===== config.mk =====
export PLATFORM = sky130hd
export DESIGN_NAME = wrun_mode_sel
export DESIGN_NICKNAME = d
export VERILOG_FILES = /design/src/rtl/wrsel_pkg.sv /design/src/rtl/wrsel_line.sv /design/src/rtl/wrsel_pick.sv /design/src/rtl/wrun_mode_sel.sv
export SDC_FILE = /design/constraint.sdc
export NUM_CORES = 1
export LEC_CHECK = 0
export CAP_MARGIN = 20
export CORE_AREA = 4 4 86 120
export DETAILED_ROUTE_END_ITERATION = 10
export DIE_AREA = 0 0 90 124
export DONT_BUFFER_PORTS = 1
export PLACE_DENSITY = 0.53
export SYNTH_ARGS = -nofsm -noshare
export SYNTH_HDL_FRONTEND = slang
export SYNTH_HIERARCHICAL = 1
export SYNTH_SLANG_ARGS = --single-unit

===== constraint.sdc =====
create_clock -name clk -period 8.3 [get_ports clk]
set_input_delay 1.66 -clock clk [delete_from_list [all_inputs] [get_ports clk]]
set_output_delay 1.66 -clock clk [all_outputs]
set_load 0.02 [all_outputs]

===== src/rtl/wrsel_pkg.sv =====
package wrsel_pkg;

    localparam int CNT_W   = 3;
    localparam int CNT_MAX = (1 << CNT_W) - 1;

    typedef logic [CNT_W-1:0] cnt_t;

    typedef enum logic [1:0] {
        BREQ_NONE = 2'b00,
        BREQ_UPD  = 2'b01,
        BREQ_INV  = 2'b10
    } breq_e;

    // per-line tracking state
    typedef struct packed {
        logic inv_mode;
        cnt_t cnt;
    } line_st_t;

    function automatic cnt_t sat_inc(input cnt_t v);
        return (v == cnt_t'(CNT_MAX)) ? v : v + cnt_t'(1);
    endfunction

endpackage


===== src/rtl/wrsel_line.sv =====
module wrsel_line
    import wrsel_pkg::*;
(
    input  logic     clk,
    input  logic     rst,
    input  logic     wr_hit,
    input  logic     end_hit,
    input  cnt_t     thr,
    output line_st_t st_q
);

    cnt_t     run_len;
    line_st_t st_d;

    always_comb begin
        run_len = wr_hit ? sat_inc(st_q.cnt) : st_q.cnt;
        st_d    = st_q;
        if (end_hit) begin
            st_d.cnt      = '0;
            st_d.inv_mode = (run_len >= thr);
        end else if (wr_hit) begin
            st_d.cnt = run_len;
            if (st_q.cnt >= thr)
                st_d.inv_mode = 1'b1;
        end
    end

    always_ff @(posedge clk) begin
        if (rst) st_q <= '0;
        else     st_q <= st_d;
    end

    // a run end clears the count
    a_r6_end_clears: assert property (@(posedge clk) disable iff (rst)
        end_hit |=> (st_q.cnt == '0));

    // saturation, never wrap
    a_r5_no_wrap: assert property (@(posedge clk) disable iff (rst)
        (wr_hit && !end_hit && st_q.cnt == cnt_t'(CNT_MAX)) |=> (st_q.cnt == cnt_t'(CNT_MAX)));

    // reaching threshold sets invalidate mode
    a_r4_enter_inv: assert property (@(posedge clk) disable iff (rst)
        (wr_hit && !end_hit && st_q.cnt >= thr) |=> st_q.inv_mode);

endmodule


===== src/rtl/wrsel_pick.sv =====
module wrsel_pick
    import wrsel_pkg::*;
#(
    parameter int NUM_LINES = 8,
    localparam int LINE_W = (NUM_LINES > 1) ? $clog2(NUM_LINES) : 1
) (
    input  line_st_t [NUM_LINES-1:0] st_all,
    input  logic                     wr_valid,
    input  logic [LINE_W-1:0]        wr_line,
    input  cnt_t                     thr,
    output logic                     inval,
    output breq_e                    req,
    output logic                     mem_upd
);

    line_st_t cur;

    always_comb begin
        cur     = st_all[wr_line];
        inval   = wr_valid & (cur.inv_mode | (cur.cnt >= thr));
        mem_upd = wr_valid & ~inval;
        if (!wr_valid)  req = BREQ_NONE;
        else if (inval) req = BREQ_INV;
        else            req = BREQ_UPD;
    end

endmodule


===== src/rtl/wrun_mode_sel.sv =====
module wrun_mode_sel
    import wrsel_pkg::*;
#(
    parameter int NUM_LINES = 8,
    localparam int LINE_W = (NUM_LINES > 1) ? $clog2(NUM_LINES) : 1
) (
    input  logic              clk,
    input  logic              rst,
    input  logic [2:0]        thr_i,
    input  logic              wr_valid_i,
    input  logic [LINE_W-1:0] wr_line_i,
    input  logic              snp_valid_i,
    input  logic [LINE_W-1:0] snp_line_i,
    input  logic              rpl_valid_i,
    input  logic [LINE_W-1:0] rpl_line_i,
    output logic              inval_o,
    output logic [1:0]        bus_req_o,
    output logic              mem_upd_o
);

    line_st_t [NUM_LINES-1:0] st_all;
    breq_e                    req;

    for (genvar i = 0; i < NUM_LINES; i++) begin : g_line
        logic wr_hit, end_hit;
        assign wr_hit  = wr_valid_i  && (wr_line_i  == LINE_W'(i));
        assign end_hit = (snp_valid_i && (snp_line_i == LINE_W'(i)))
                      || (rpl_valid_i && (rpl_line_i == LINE_W'(i)));
        wrsel_line u_line (
            .clk     (clk),
            .rst     (rst),
            .wr_hit  (wr_hit),
            .end_hit (end_hit),
            .thr     (thr_i),
            .st_q    (st_all[i])
        );
    end

    wrsel_pick #(.NUM_LINES(NUM_LINES)) u_pick (
        .st_all   (st_all),
        .wr_valid (wr_valid_i),
        .wr_line  (wr_line_i),
        .thr      (thr_i),
        .inval    (inval_o),
        .req      (req),
        .mem_upd  (mem_upd_o)
    );

    assign bus_req_o = req;

    a_r2_idle_no_req: assert property (@(posedge clk) disable iff (rst)
        !wr_valid_i |-> (bus_req_o == 2'b00));

    a_r3_mem_matches_req: assert property (@(posedge clk) disable iff (rst)
        mem_upd_o == (bus_req_o == 2'b01));

    a_r3_inval_matches_req: assert property (@(posedge clk) disable iff (rst)
        inval_o == (bus_req_o == 2'b10));

    a_r9_zero_thr_inv: assert property (@(posedge clk) disable iff (rst)
        (wr_valid_i && thr_i == 3'd0) |-> (bus_req_o == 2'b10));

endmodule


Yosys cells after proc, flatten, opt, wreduce, memory -nomap -nowiden:

Index checks and enable logic that the tools add are counted.

* flip-flop bits (word level): 32
* bits of input ports: 17
* output and inout port bits: 4
* logic and storage cells: 186

* add/subtract/negate cells: 8
* magnitude comparators: 18
* equality and inequality tests: 29
* mux-type cells: 44
* bitwise logic cells: 4
* reductions and logical operators: 67

Operators with widths (number)
* $mux W4: 17
* $eq A3 B3 Y1 const B: 20
* $ge A3 B3 Y1: 17
* $mux W3: 16
* $reduce_bool A2 Y1: 16
* $add A3 B1 Y3 const B: 8
* $logic_and A1 B1 Y1: 24
* $eq A3 B2 Y1 const B: 6
* $reduce_and A2 Y1: 8
* $reduce_or A2 Y1: 8
* $bmux W4 S3: 1
* $eq A3 B1 Y1 const B: 3
* $logic_not A3 Y1: 3
* $logic_or A1 B1 Y1: 8
* $mux W1: 8
* $lt A3 B4 Y1 const B: 1
* $mux W2: 2
* $and A1 B1 Y1: 2
* $not A1 Y1: 1
* $or A1 B1 Y1: 1

Logic depth before layout (Yosys ltp):

* depth after elaboration: 7
* mapped depth: 9
* depth with buffers taken out: 8

Cells and area by module:

The synthesis kept the hierarchy.

Modules (own cells, without submodules)
* wrsel_line: times used 8, cells an instance 31, area each 321.6 µm², sequential area each 80.1 µm²
* wrsel_pick: times used 1, cells an instance 31, area each 374.1 µm², sequential area each 0.0 µm²
* wrun_mode_sel: times used 1, cells an instance 32, area each 197.7 µm², sequential area each 0.0 µm²

Worst setup path after synthesis:

OpenSTA, ideal clock, no wires.

* path type: input to output
* from: input wr_line_i[0]
* to: output bus_req_o[0]
* data arrival time: 3.688 ns
* required time: 6.640 ns
* setup slack: 2.952 ns
* cell stages on the path: 8
* path buffers: 2
* cells stage by stage: buf_2 -> mux4_1 -> mux2_2 -> ha_1 -> a21oi_1 -> o211ai_2 -> nor2_1 -> buf_4

* word-level cells in the longest chain between the ends: 7

RTL lines
* from (decl): RTL line wrun_mode_sel.sv:11 `input logic [LINE_W-1:0] wr_line_i,`
* $bmux W4 S3 *: RTL line wrsel_pick.sv:19 `cur = st_all[wr_line];`
* $mux W4 (implied by the code) *: RTL line wrsel_pick.sv:19
* $ge A3 B3 Y1: RTL line wrsel_pick.sv:20 `inval = wr_valid & (cur.inv_mode | (cur.cnt >= thr));`
* $or A1 B1 Y1 *: RTL line wrsel_pick.sv:20
* $and A1 B1 Y1 *: RTL line wrsel_pick.sv:20
* $mux W2 *: RTL line wrsel_pick.sv:23 `else if (inval) req = BREQ_INV;`
* $mux W2 *: RTL line wrsel_pick.sv:22 `if (!wr_valid) req = BREQ_NONE;`
* to (decl): RTL line wrun_mode_sel.sv:17 `output logic [1:0] bus_req_o,`

Mark *: on every way between the ends. The rest lies on a longest branch, timed or not. The select of a mux whose other input is x is not followed.

Worst setup path after layout:

* from: input wr_line_i[0]
* to: output mem_upd_o

* word-level cells in the longest chain between the ends: 7

RTL lines
* $bmux W4 S3 *: RTL line wrsel_pick.sv:19
* $mux W4 (implied by the code) *: RTL line wrsel_pick.sv:19
* $ge A3 B3 Y1: RTL line wrsel_pick.sv:20
* $or A1 B1 Y1 *: RTL line wrsel_pick.sv:20
* $and A1 B1 Y1 *: RTL line wrsel_pick.sv:20
* $not A1 Y1 *: RTL line wrsel_pick.sv:21 `mem_upd = wr_valid & ~inval;`
* $and A1 B1 Y1 *: RTL line wrsel_pick.sv:21
* to (decl): RTL line wrun_mode_sel.sv:18 `output logic mem_upd_o`

Marks and branches as above.

==> metrics <==
first-pass GRT wire length about 12000 um; vias in the first global route roughly 2400; worst skew pair latency 0.28 ns; Synth Area in Adders 0.2348; Mapped Area between 3000 and 4000 um2; GP Congestion just under 0.8; count of cell types in the netlist 34; Routed Antenna Nets 0; first-pass iteration count of the detailed router 4; Crit path arrival time ~3.6 ns; hold buffers post-CTS 0; DIE AREA 11160 um2; PD cells between 100 and 150 nW/um2; Core ar. about 9300 um2; IO Port Bufs 0; antenna cells 0; cell count after synthesis between 300 and 400; Placed Area 3251 um2; fin area between 3000 and 4000 um2; EDFF count, synth 0; Seq pwr share 0.386; Hold Path Stages 2; fmax 190.4 MHz; TritonCTS clock tree yes; CTS max path bufs 2; Hold Path Sink g_line[4].u_line/st_q[0]; R2R depth 7; mean post-synth cell area ~10 um2; Routed wire per std cell between 15 and 20 um; syn_nets roughly 390; GRT overflow 0; CTS root buffer clkbuf_16; Post-Synth Simple-Gate Area 0.1922; # IOs 21; top cells by area, synth ha_1, dfxtp_1, mux4_1; startpoint types input port; drt drc 0; final number of hold-violating endpoints 0; Max IR drop VDD approximately 0.00006 V; Final #Nets between 300 and 400; worst hold start g_line[4].u_line/st_q[0]; Leak between 1.5 and 2 nW; Worst-Margin Slew 0.7962 ns; cts bufs inserted 5; largest family of logic cells by synthesized area adder cells; Yosys warnings 6; status finished, final reports clean; initial antenna violation count 0; clock network power share 0.465; synth cell count leaders ha_1, inv_1, dfxtp_1, nor3_1, nand2b_1; HP Class flip-flop to flip-flop; Die Span Y about 120 um; minimum clock period ~5.3 ns; Slew HR 0.4692; xor and xnor area share after synthesis 0.02228; peak fanout along the critical path 12; vias per inst around 5.5; crit end category output port; # fillers 942; Synth async-reset ratio 0; Initial Utilization 0.3380; H-tree Lvls 2; Vias approximately 2300; Top Registers g_line.u_line/st_q (32); Sw Share 0.2430; Critical Setup Path Class input port to output port; period utilisation layout 0.6328; largest net degree at the start of global routing 33; dominant synthesized flop cell dfxtp_1; max FFs per register 32; Final setup viols 0; share of cells above drive strength 1 0.1752; mux cell area share after synthesis 0.1186; most frequent cell after synthesis ha_1; WHS between 0.6 and 0.7 ns; internal power roughly 0.31 mW; gr usage total 0.1433; r2r setup slk approximately 6.3 ns; setup bufs post-CTS 0; Comb power frac 0.148; area grow syn2layout 8.237%; top cell type's share of synthesized area 0.2348; worst r2r dst g_line[7].u_line/st_q[3]; RSZ-0062 raised after global routing false; Power, Total slightly above 0.4 mW; post-DP HPWL approximately 5800 um; CTS sink count 32; Pins Over Slew Limit 0; post_cts resized 0; Setup Skew 0.002752 ns; Yosys top cell by area ha_1; Die Width roughly 90 um; Yosys reg bits 32; CP required 6.64 ns; sequential share of the synthesized area 0.2037; Max Cap Violations 0; final core occ 0.3659; Biggest register g_line.u_line/st_q; DR iter-0 viols 124; Clock transition at path regs around 0.05 ns; standard-cell row count 42; Worst R2R Start g_line[7].u_line/st_q[0]; net switching power figure around 0.10 mW; TNS Setup 0 ns; Synth Area in Compound Gates 0.1743; routed wire length between 7000 and 8000 um
==> placed cells by master (no fill, tap or decap), types with 6 or more instances in the layout <==
master,count
mux4_1,6
or3_2,8
nand2b_1,17
inv_1,37
a21o_2,8
a2111oi_1,8
o22ai_1,6
o21a_1,8
nor2_1,7
xnor2_1,8
dfxtp_1,32
nor3b_1,16
nor3b_2,8
ha_1,59
a21boi_4,8
o21ai_0,8
nor3_1,18
mux2_4,8
nor4_1,8
o31ai_1,8
==> final cells by class <==
class                           count  area, um2  share of cell area
Multi-Input combinational cell    238       2333              0.6857
Sequential cell                    32      640.6              0.1882
Clock buffer                        7      152.6             0.04485
Inverter                           37      138.9             0.04081
Tap cell                          110      137.6             0.04044
==> kinds of logic after synthesis <==
family	count (synthesis)
fa+ha+maj	59
simple gates	91
compound gates	58
buf+inv	41
mux	22
flops	32
xor+xnor	8
==> how the worst max path moves through the flow <==
stage | slack [ns] | cells past startpoint | to | from
global placement | 3.08 | 6 | bus_req_o[0] | wr_line_i[0]
floorplan | 2.95 | 8 | bus_req_o[0] | wr_line_i[0]
global route | 2.95 | 7 | mem_upd_o | wr_line_i[0]
finish | 3.05 | 7 | mem_upd_o | wr_line_i[0]
CTS | 3.03 | 6 | mem_upd_o | wr_line_i[0]
detailed placement | 3.04 | 6 | mem_upd_o | wr_line_i[0]
==> per-layer routing <==
metal	global-route usage	vias to the layer above	wire length [um]
met5	0	-	0
met2	0.2571	50	3717
met4	0.06322	0	166
li1	-	1170	-
met1	0.1676	1101	3235
met3	0.02598	11	298
==> critical path: stages <==
cell      delay [ns]
mux4_1          0.54
mux2i_1         0.16
ha_1            0.24
nand2b_1        0.14
a21oi_1         0.19
o211ai_2        0.10
nor2_1          0.56
==> power groups by stage <==
stage | Combinational [mW] | Sequential, mW | Clock [mW]
2_1_floorplan | 0.0534 | 0.161 | 0
3_3_place_gp | 0.0608 | 0.163 | 0
3_5_place_dp | 0.0614 | 0.163 | 0
4_1_cts | 0.0620 | 0.159 | 0.202
5_1_grt | 0.0711 | 0.160 | 0.204
6_report | 0.0611 | 0.159 | 0.192
==> stage by stage <==
step	cells	worst slack [ns]
5_1_grt	424	2.945
2_1_floorplan	311	2.952
3_5_place_dp	417	3.043
3_3_place_gp	417	3.077
4_1_cts	424	3.034
6_report	424	3.048
No activity file was read; power rests on OpenSTA's default activity.
